==> src/rtl/evstat_pkg.sv <==
package evstat_pkg;

   // host register map (word addresses)
   localparam int CTRL_ADDR  = 0;
   localparam int ROLL_BASE  = 4;
   localparam int ROLL_WORDS = 4;
   localparam int CNT_BASE   = 16;

   // control word bits
   localparam int SNAP_BIT = 0;
   localparam int CLR_BIT  = 1;

   localparam int DEF_MAX_BYTES = 16;

   // default counter set
   localparam int IX_RX_OCT     = 0;
   localparam int IX_RX_UCAST   = 1;
   localparam int IX_RX_MCAST   = 2;
   localparam int IX_RX_BCAST   = 3;
   localparam int IX_RX_PAUSE   = 4;
   localparam int IX_RX_FCS     = 5;
   localparam int IX_RX_SYMBOL  = 6;
   localparam int IX_RX_LONG    = 7;
   localparam int IX_RX_JABBER  = 8;
   localparam int IX_RX_FRAG    = 9;
   localparam int IX_RX_UNDER   = 10;
   localparam int IX_RX_JUMBO   = 11;
   localparam int IX_RX_JOCT    = 12;
   localparam int IX_TX_OCT     = 13;
   localparam int IX_TX_UCAST   = 14;
   localparam int IX_TX_MCAST   = 15;
   localparam int IX_TX_BCAST   = 16;
   localparam int IX_TX_PAUSE   = 17;
   localparam int IX_TX_JUMBO   = 18;
   localparam int IX_TX_JOCT    = 19;
   localparam int DEF_NUM_CNT   = 20;

   localparam logic [63:0] DEF_OCTET_MASK =
      (64'd1 << IX_RX_OCT) | (64'd1 << IX_RX_JOCT) |
      (64'd1 << IX_TX_OCT) | (64'd1 << IX_TX_JOCT);

endpackage

==> src/rtl/evstat_counter.sv <==
module evstat_counter #(
   parameter int CNT_W     = 40,
   parameter int INC_W     = 5,
   parameter int MAX_BYTES = 16,
   parameter bit IS_OCTET  = 1'b0
) (
   input  logic             clk,
   input  logic             rst_n,
   input  logic             ev,
   input  logic [INC_W-1:0] bytes,
   input  logic             snap,
   input  logic             clr,
   output logic [CNT_W-1:0] shadow,
   output logic             wrap
);

   logic [CNT_W-1:0] live;
   logic [INC_W-1:0] step;
   logic [CNT_W:0]   sum;

   generate
      if (IS_OCTET) begin : g_octet
         assign step = bytes;
      end else begin : g_frame
         logic unused_bytes;
         assign unused_bytes = ^bytes;
         assign step = INC_W'(1);
      end
   endgenerate

   assign sum  = {1'b0, live} + (CNT_W+1)'(step);
   assign wrap = ev & ~clr & sum[CNT_W];

   always_ff @(posedge clk) begin
      if (!rst_n)    live <= '0;
      else if (clr)  live <= '0;
      else if (ev)   live <= sum[CNT_W-1:0];
   end

   always_ff @(posedge clk) begin
      if (!rst_n)     shadow <= '0;
      else if (snap)  shadow <= live;
      else if (clr)   shadow <= '0;
   end


   clear_wins_chk: assert property (@(posedge clk) disable iff (!rst_n)
      clr |=> (live == '0));


   shadow_hold_chk: assert property (@(posedge clk) disable iff (!rst_n)
      (!snap && !clr) |=> $stable(shadow));


   byte_bound_chk: assert property (@(posedge clk) disable iff (!rst_n)
      (ev && IS_OCTET) |-> (bytes <= INC_W'(MAX_BYTES)));


   wrap_cause_chk: assert property (@(posedge clk) disable iff (!rst_n)
      wrap |=> (live < CNT_W'(MAX_BYTES)));

endmodule

==> src/rtl/evstat_rollover.sv <==
module evstat_rollover #(
   parameter int NUM_CNT    = 20,
   parameter int SLICE_W    = 16,
   parameter int ROLL_WORDS = 4,
   localparam int FLAG_N    = ROLL_WORDS * SLICE_W
) (
   input  logic                  clk,
   input  logic                  rst_n,
   input  logic [NUM_CNT-1:0]    wrap,
   input  logic [ROLL_WORDS-1:0] rd_clr,
   output logic [FLAG_N-1:0]     flags
);

   logic [FLAG_N-1:0] wrap_pad;
   assign wrap_pad = FLAG_N'(wrap);

   generate
      for (genvar i = 0; i < FLAG_N; i++) begin : g_flag
         if (i < NUM_CNT) begin : g_used
            logic f_q;
            always_ff @(posedge clk) begin
               if (!rst_n) f_q <= 1'b0;
               else        f_q <= (f_q & ~rd_clr[i / SLICE_W]) | wrap[i];
            end
            assign flags[i] = f_q;
         end else begin : g_pad
            assign flags[i] = 1'b0;
         end
      end

      for (genvar w = 0; w < ROLL_WORDS; w++) begin : g_word_chk

         read_clear_chk: assert property (@(posedge clk) disable iff (!rst_n)
            (rd_clr[w] && (wrap_pad[w*SLICE_W +: SLICE_W] == '0))
               |=> (flags[w*SLICE_W +: SLICE_W] == '0));
      end
   endgenerate


   flag_set_chk: assert property (@(posedge clk) disable iff (!rst_n)
      (wrap != '0) |=> ((flags[NUM_CNT-1:0] & $past(wrap)) == $past(wrap)));

endmodule

==> src/rtl/evstat_rdmux.sv <==
module evstat_rdmux
   import evstat_pkg::*;
#(
   parameter int NUM_CNT    = 20,
   parameter int CNT_W      = 40,
   parameter int SLICE_W    = 16,
   parameter int ADDR_W     = 8,
   localparam int FLAG_N    = ROLL_WORDS * SLICE_W
) (
   input  logic                            host_rd,
   input  logic [ADDR_W-1:0]               host_addr,
   input  logic [NUM_CNT-1:0][CNT_W-1:0]   shadow_all,
   input  logic [FLAG_N-1:0]               flags,
   output logic [SLICE_W-1:0]              rd_data,
   output logic [ROLL_WORDS-1:0]           roll_clr
);

   always_comb begin
      rd_data  = '0;
      roll_clr = '0;
      for (int i = 0; i < NUM_CNT; i++) begin
         if (host_addr == ADDR_W'(CNT_BASE + 3*i))
            rd_data = shadow_all[i][SLICE_W-1:0];
         if (host_addr == ADDR_W'(CNT_BASE + 3*i + 1))
            rd_data = shadow_all[i][2*SLICE_W-1:SLICE_W];
         if (host_addr == ADDR_W'(CNT_BASE + 3*i + 2))
            rd_data = SLICE_W'(shadow_all[i][CNT_W-1:2*SLICE_W]);
      end
      for (int w = 0; w < ROLL_WORDS; w++) begin
         if (host_addr == ADDR_W'(ROLL_BASE + w)) begin
            rd_data     = flags[w*SLICE_W +: SLICE_W];
            roll_clr[w] = host_rd;
         end
      end
   end

endmodule

==> src/rtl/evstat_bank.sv <==
module evstat_bank
   import evstat_pkg::*;
#(
   parameter int NUM_CNT             = DEF_NUM_CNT,
   parameter int CNT_W               = 40,
   parameter int SLICE_W             = 16,
   parameter int MAX_BYTES           = DEF_MAX_BYTES,
   parameter int ADDR_W              = 8,
   parameter logic [NUM_CNT-1:0] OCTET_MASK = NUM_CNT'(DEF_OCTET_MASK),
   localparam int INC_W              = $clog2(MAX_BYTES + 1)
) (
   input  logic                       clk,
   input  logic                       rst_n,
   input  logic [NUM_CNT-1:0]         ev_pulse,
   input  logic [NUM_CNT*INC_W-1:0]   ev_bytes,
   input  logic                       host_wr,
   input  logic                       host_rd,
   input  logic [ADDR_W-1:0]          host_addr,
   input  logic [SLICE_W-1:0]         host_wdata,
   output logic [SLICE_W-1:0]         host_rdata
);

   localparam int FLAG_N = ROLL_WORDS * SLICE_W;

   initial begin : param_chk
      assert (CNT_W > 2*SLICE_W && CNT_W <= 3*SLICE_W);
      assert (NUM_CNT >= 1 && NUM_CNT <= FLAG_N);
      assert (CNT_BASE + 3*NUM_CNT <= (1 << ADDR_W));
      assert (ROLL_BASE + ROLL_WORDS <= CNT_BASE);
      assert (SLICE_W > CLR_BIT);
   end

   logic                          wr_ctrl, snap, clr;
   logic [NUM_CNT-1:0][CNT_W-1:0] shadow_all;
   logic [NUM_CNT-1:0]            wrap;
   logic [FLAG_N-1:0]             flags;
   logic [ROLL_WORDS-1:0]         roll_clr;
   logic [SLICE_W-1:0]            rd_data;
   logic                          unused_wdata;

   assign wr_ctrl = host_wr && (host_addr == ADDR_W'(CTRL_ADDR));
   assign snap    = wr_ctrl && host_wdata[SNAP_BIT];
   assign clr     = wr_ctrl && host_wdata[CLR_BIT];
   assign unused_wdata = ^host_wdata;

   generate
      for (genvar i = 0; i < NUM_CNT; i++) begin : g_cnt
         evstat_counter #(
            .CNT_W     (CNT_W),
            .INC_W     (INC_W),
            .MAX_BYTES (MAX_BYTES),
            .IS_OCTET  (OCTET_MASK[i])
         ) u_cnt (
            .clk    (clk),
            .rst_n  (rst_n),
            .ev     (ev_pulse[i]),
            .bytes  (ev_bytes[i*INC_W +: INC_W]),
            .snap   (snap),
            .clr    (clr),
            .shadow (shadow_all[i]),
            .wrap   (wrap[i])
         );
      end
   endgenerate

   evstat_rollover #(
      .NUM_CNT    (NUM_CNT),
      .SLICE_W    (SLICE_W),
      .ROLL_WORDS (ROLL_WORDS)
   ) u_roll (
      .clk    (clk),
      .rst_n  (rst_n),
      .wrap   (wrap),
      .rd_clr (roll_clr),
      .flags  (flags)
   );

   evstat_rdmux #(
      .NUM_CNT (NUM_CNT),
      .CNT_W   (CNT_W),
      .SLICE_W (SLICE_W),
      .ADDR_W  (ADDR_W)
   ) u_rdmux (
      .host_rd    (host_rd),
      .host_addr  (host_addr),
      .shadow_all (shadow_all),
      .flags      (flags),
      .rd_data    (rd_data),
      .roll_clr   (roll_clr)
   );

   always_ff @(posedge clk) begin
      if (!rst_n)       host_rdata <= '0;
      else if (host_rd) host_rdata <= rd_data;
   end


   rdata_hold_chk: assert property (@(posedge clk) disable iff (!rst_n)
      !host_rd |=> $stable(host_rdata));


   clr_onehot_chk: assert property (@(posedge clk) disable iff (!rst_n)
      $onehot0(roll_clr));

endmodule

==> config.mk <==
export PLATFORM = sky130hd
export DESIGN_NAME = evstat_bank
export DESIGN_NICKNAME = d
export VERILOG_FILES = /design/src/rtl/evstat_pkg.sv /design/src/rtl/evstat_counter.sv /design/src/rtl/evstat_rollover.sv /design/src/rtl/evstat_rdmux.sv /design/src/rtl/evstat_bank.sv
export SDC_FILE = /design/constraint.sdc
export NUM_CORES = 2
export LEC_CHECK = 0
export ABC_AREA = 1
export BUFFER_PORTS_ARGS = -buffer_cell sky130_fd_sc_hd__buf_2
export CORE_AREA = 3 3 431 433
export DETAILED_ROUTE_END_ITERATION = 6
export DIE_AREA = 0 0 434 436
export MAX_ROUTING_LAYER = met4
export SYNTH_ARGS = -nofsm -noshare
export SYNTH_HDL_FRONTEND = slang
export SYNTH_HIERARCHICAL = 1
export SYNTH_SLANG_ARGS = --single-unit
==> constraint.sdc <==
create_clock -name clk -period 7.36 [get_ports clk]
set_clock_uncertainty 0.2 [all_clocks]
set_input_delay 0.736 -clock clk [delete_from_list [all_inputs] [get_ports clk]]
set_output_delay 0.736 -clock clk [all_outputs]
set_load 0.1 [all_outputs]
# --- Yosys cells after proc, flatten, opt, wreduce, memory -nomap -nowiden ---
# Index checks and enable logic that the tools add are counted.
totals:
  ff_bits: 1636
  inputBits: 148
  output_inout_bits: 16
  elab_cells: 322
op_classes:
  addsub: 20
  eq_ne: 64
  n_mux: 87
  n_bitwise: 84
  n_reduce_logical: 6
ops:
  columns: ["op", "count"]
  rows:
  - ["16-bit 2-to-1 mux", 64]
  - ["40-bit 2-to-1 mux", 21]
  - ["40-bit by 1-bit adder with 41-bit output, second input constant", 16]
  - ["8-bit by 6-bit equality test with 1-bit output, second input constant", 32]
  - ["40-bit by 5-bit adder with 41-bit output", 4]
  - ["8-bit by 5-bit equality test with 1-bit output, second input constant", 16]
  - ["8-bit by 7-bit equality test with 1-bit output, second input constant", 12]
  - ["1-bit AND", 60]
  - ["8-bit by 3-bit equality test with 1-bit output, second input constant", 4]
  - ["1-bit OR", 20]
  - ["8-bit zero test", 1]
  - ["1-bit NOT", 4]
  - ["1-bit logical AND", 3]
  - ["1-bit 2-to-1 mux", 2]
  - ["2-bit nonzero test", 1]
  - ["2-bit OR reduction", 1]

# --- Depth between registers and ports, before layout ---
logic_depth:
  word_depth: 65
  mapped_depth: 46
  mapped_depth_nobuf: 45

# --- Hierarchy ---
# Netlist, hierarchy kept.
modules_own_cells:
  columns: ["mod", "instances", "cells_per_inst", "area_each_um2", "seq_area_each_um2"]
  rows:
  - ["evstat_counter (g_cnt[10].u_cnt ...)", 15, 528, 3580.9, 1601.5]
  - ["evstat_counter (g_cnt[12].u_cnt ...)", 3, 584, 3885.0, 1601.5]
  - ["evstat_rdmux", 1, 1629, 7091.8, 0.0]
  - ["evstat_counter (g_cnt[0].u_cnt)", 1, 592, 3867.5, 1601.5]
  - ["evstat_counter (g_cnt[9].u_cnt)", 1, 551, 3688.5, 1601.5]
  - ["evstat_rollover", 1, 151, 1173.6, 400.4]
  - ["evstat_bank", 1, 78, 593.1, 320.3]

# --- Least setup slack after synthesis ---
# Ideal clock, no wire load.
synth_path:
  path_type: "input-to-reg"
  startpoint: "input host_addr[3]"
  endpoint: "register g_cnt[12].u_cnt.live[10]"
  setup_ns: 0.128
  arrival_time_ns: 5.170
  required_ns: 7.032
  setup_slack_ns: 1.862
  cell_stages: 6
  path_buffers: 1
  cell_sequence: "nand3b_1 -> nor3_1 -> nor2_1 -> inv_1 -> clkbuf_1 -> nor2_1"
synth_via:
  elab_chain_len: 4
synth_rtl:
  columns: ["item", "line_no", "text"]
  rows:
  - ["start, declared", "evstat_bank.sv:18", "input logic [ADDR_W-1:0] host_addr,"]
  - ["8-bit zero test", "evstat_bank.sv:41", "assign wr_ctrl = host_wr && (host_addr == ADDR_W'(CTRL_ADDR));"]
  - ["1-bit logical AND", "evstat_bank.sv:41", null]
  - ["1-bit logical AND", "evstat_bank.sv:43", "assign clr = wr_ctrl && host_wdata[CLR_BIT];"]
  - ["named net clr", "evstat_bank.sv:33", "logic wr_ctrl, snap, clr;"]
  - ["2-bit OR reduction (no source line)", null, null]
  - ["end signal, assigned", "evstat_counter.sv:37", "else if (ev) live <= sum[CNT_W-1:0];"]
  - ["end, declared", "evstat_counter.sv:17", "logic [CNT_W-1:0] live;"]
# The timed path passes the listed nets, and every way through them passes these cells.
# A chain may end at the register's enable or synchronous reset.

# --- Final worst setup path ---
layout_path:
  startpoint: "input host_addr[3]"
  endpoint: "register host_rdata[10]"
layout_via:
  elab_chain_len: 65
  word_cells_on_any_way: 128
  cone_classes: "eq/ne (64); mux (64)"
layout_rtl:
  columns: ["item", "line_no", "text"]
  rows:
  - ["8-bit by 5-bit equality test with 1-bit output", "evstat_rdmux.sv:22", "if (host_addr == ADDR_W'(CNT_BASE + 3*i))"]
  - ["16-bit 2-to-1 mux", "evstat_rdmux.sv:22", null]
  - ["16-bit 2-to-1 mux", "evstat_rdmux.sv:24", "if (host_addr == ADDR_W'(CNT_BASE + 3*i + 1))"]
  - ["16-bit 2-to-1 mux", "evstat_rdmux.sv:26", "if (host_addr == ADDR_W'(CNT_BASE + 3*i + 2))"]
  - ["16-bit 2-to-1 mux", "evstat_rdmux.sv:22", null]
  - ["16-bit 2-to-1 mux", "evstat_rdmux.sv:24", null]
  - ["16-bit 2-to-1 mux", "evstat_rdmux.sv:26", null]
  - ["16-bit 2-to-1 mux", "evstat_rdmux.sv:22", null]
  - ["(+48 left out)", null, null]
  - ["16-bit 2-to-1 mux", "evstat_rdmux.sv:24", null]
  - ["16-bit 2-to-1 mux", "evstat_rdmux.sv:26", null]
  - ["16-bit 2-to-1 mux", "evstat_rdmux.sv:22", null]
  - ["16-bit 2-to-1 mux", "evstat_rdmux.sv:24", null]
  - ["16-bit 2-to-1 mux", "evstat_rdmux.sv:26", null]
  - ["16-bit 2-to-1 mux (3 in series)", "evstat_rdmux.sv:30", "if (host_addr == ADDR_W'(ROLL_BASE + w)) begin"]
  - ["16-bit 2-to-1 mux *", "evstat_rdmux.sv:30", null]
  - ["named net rd_data[10]", "evstat_bank.sv:38", "logic [SLICE_W-1:0] rd_data;"]
  - ["end signal, assigned", "evstat_bank.sv:94", "else if (host_rd) host_rdata <= rd_data;"]
  - ["end, declared", "evstat_bank.sv:20", "output logic [SLICE_W-1:0] host_rdata"]
# The timed path passes the listed nets; every way through them passes the cells marked *.

==> impl_metrics.ini <==
[status]
status = complete, but fails checks
violations = design-rule violations

[timing]
min_period_over_period_pct = 83.93
setup_viol = 0
fmax_mhz = 161.9
hold_violations = 0
max_slew_margin_pct = 10.17
worst_slack_ps = 1183
min_period_ps = 6177
drv_slew = 0
rsz0062_at_grt = false
fin_tns_setup_ps = 0
tightest_slew_ps = 1337

[layout]
n_fill_cell = 18690
register_area_um2 = 32750
nets = 12800
stdcell_count = 15150
multi_input_area_um2 = 43060
areaGrowthSynthToFinish_pct = 10.69
post-route-util_pct = 49.60
layout-drive-gt1-share_pct = 7.853

[routing]
first_pass_iters = 7
vias_per_cell = 5.285
wirelength_um = 272100
vias = 80070
drc = 1
drtIter0Drc = 6654
drtAntennaViolNets = 0
wl_per_cell_um = 17.96

[run]
cap_violations = 0

[worst_setup_path]
critPathMaxStageDelay_ps = 430
cpMaxStageDelayCell = nand2_1
critPathBufInv = 1
crit_type = input port to flip-flop
arrival_ps = 6690
crit_fanout = 10
crit_family = compound AO/OA/AOI/OAI gates
cpMostUsedCell = a21oi_1
crit_required_ps = 7880
critPathCaptureType = flip-flop
cp-start-kind = input port

[clock_tree]
cts_sinks = 1636
clk_pin_slew_ps = 60
clock-root-buffer = clkbuf_16
cts_resized = 0
clock_path_buffers = 3
cts-buffers-inserted = 182
cts_tree = done
h-tree-depth = 4
insertion_delay_ps = 830
ctsHoldBuffers = 8
cts_setup_buffers = 0

[grt]
grt_pass1_vias = 74380
grt_max_degree = 185
grt_use_total_pct = 28.91
antenna_found_initial = 8
grt_pass1_wl_um = 424800
grt-ovfl-total = 0

[power]
combPwrFrac_pct = 3.0
switching_share_pct = 22.61
p_int_mw = 14.80
powerDensity_nw_per_um2 = 211.3
vdd_drop_max_v = 0.0001726
pwr-share-seq_pct = 46.7
power.net_switching_mw = 4.323
p_leak_nw = 32.21
pwr-share-clk_pct = 50.2

[worst_hold_path]
hp-class = input port to flip-flop

[placement]
place_inst = 14800
post-place-ws_ps = 752.5
dp_hpwl_um = 203300
gp_congestion = 0.9720
numPortBuffers = 69

[die]
fp.dieH_um = 436
dieArea_um2 = 189200
dieWidth_um = 434
start_util_pct = 44.81
pin_count = 164
num_rows = 157
core_area_um2 = 182500

[yosys]
syn-instance-count = 12670
syn_area_um2 = 81770
yosysWarnings = 6
syn_area_per_cell_um2 = 6.454
[layer usage]
layer	GRT usage, %	vias up	share of wire (%)
met5	-	-	0
met3	3.271	384	5.5
met4	8.472	0	2.9
li1	-	40120	-
met2	45.62	2052	46
met1	38.98	37510	46
[registers in the layout, indices dropped and copies added, names as in the netlist]
signal                    flops
g_cnt.u_cnt/live            800
g_cnt.u_cnt/shadow          800
host_rdata                   16
u_roll/g_flag.g_used.f_q     20
[per-stage QoR]
step / instance area, µm² / hold WS, ps / total power [mW]
global placement: 84110 / 246.8 / 9.692
global route: 90510 / 36.62 / 19.74
detailed placement: 84110 / 251.4 / 9.704
finish: 90510 / 64.78 / 19.12
floorplan: 81930 / 235.4 / 9.539
CTS: 90500 / 1.362 / 19.30
[path summary, 6_finish.rpt]
| path | from | to | cells past startpoint | slack (ps) |
|---|---|---|---|---|
| min | ev_pulse[8] | g_cnt[8].u_cnt/live[0] | 2 | 60 |
| max | host_addr[3] | host_rdata[10] | 29 | 1180 |
| max reg2reg | g_cnt[0].u_cnt/shadow[26] | host_rdata[10] | 25 | 1910 |
| min reg2reg | g_cnt[15].u_cnt/shadow[7] | g_cnt[15].u_cnt/shadow[7] | 2 | 260 |
[area by class of cell]
class | count | area share (%)
Clock inverter | 72 | 1.035
Inverter | 1086 | 4.505
Sequential cell | 1636 | 36.18
Antenna cell | 4 | 0.01106
Multi-Input combinational cell | 9516 | 47.57
Timing Repair Buffer | 186 | 1.457
Clock buffer | 264 | 5.941
Tap cell | 2385 | 3.297
[cell usage in the layout, fill, tap and decap left out, drive strengths merged, types with 51 or more instances in the layout]
| master | count |
|---|---|
| dfxtp | 1636 |
| buf | 178 |
| nor2 | 2003 |
| clkbuf | 264 |
| nand2 | 4378 |
| a21oi | 1456 |
| or2 | 61 |
| inv | 1092 |
| nand3b | 51 |
| nand3 | 664 |
| nor3 | 97 |
| o21ai | 259 |
| nand4 | 285 |
[power by group through the flow]
stage | Combinational, mW | Clock, mW | Sequential, mW
after floorplan | 0.395 | 0 | 9.14
after global placement | 0.562 | 0 | 9.13
after detailed placement | 0.573 | 0 | 9.13
after CTS | 0.578 | 9.79 | 8.93
after global routing | 0.648 | 10.2 | 8.93
final | 0.582 | 9.61 | 8.93
Note: power is estimated with default switching activity, not from simulation.
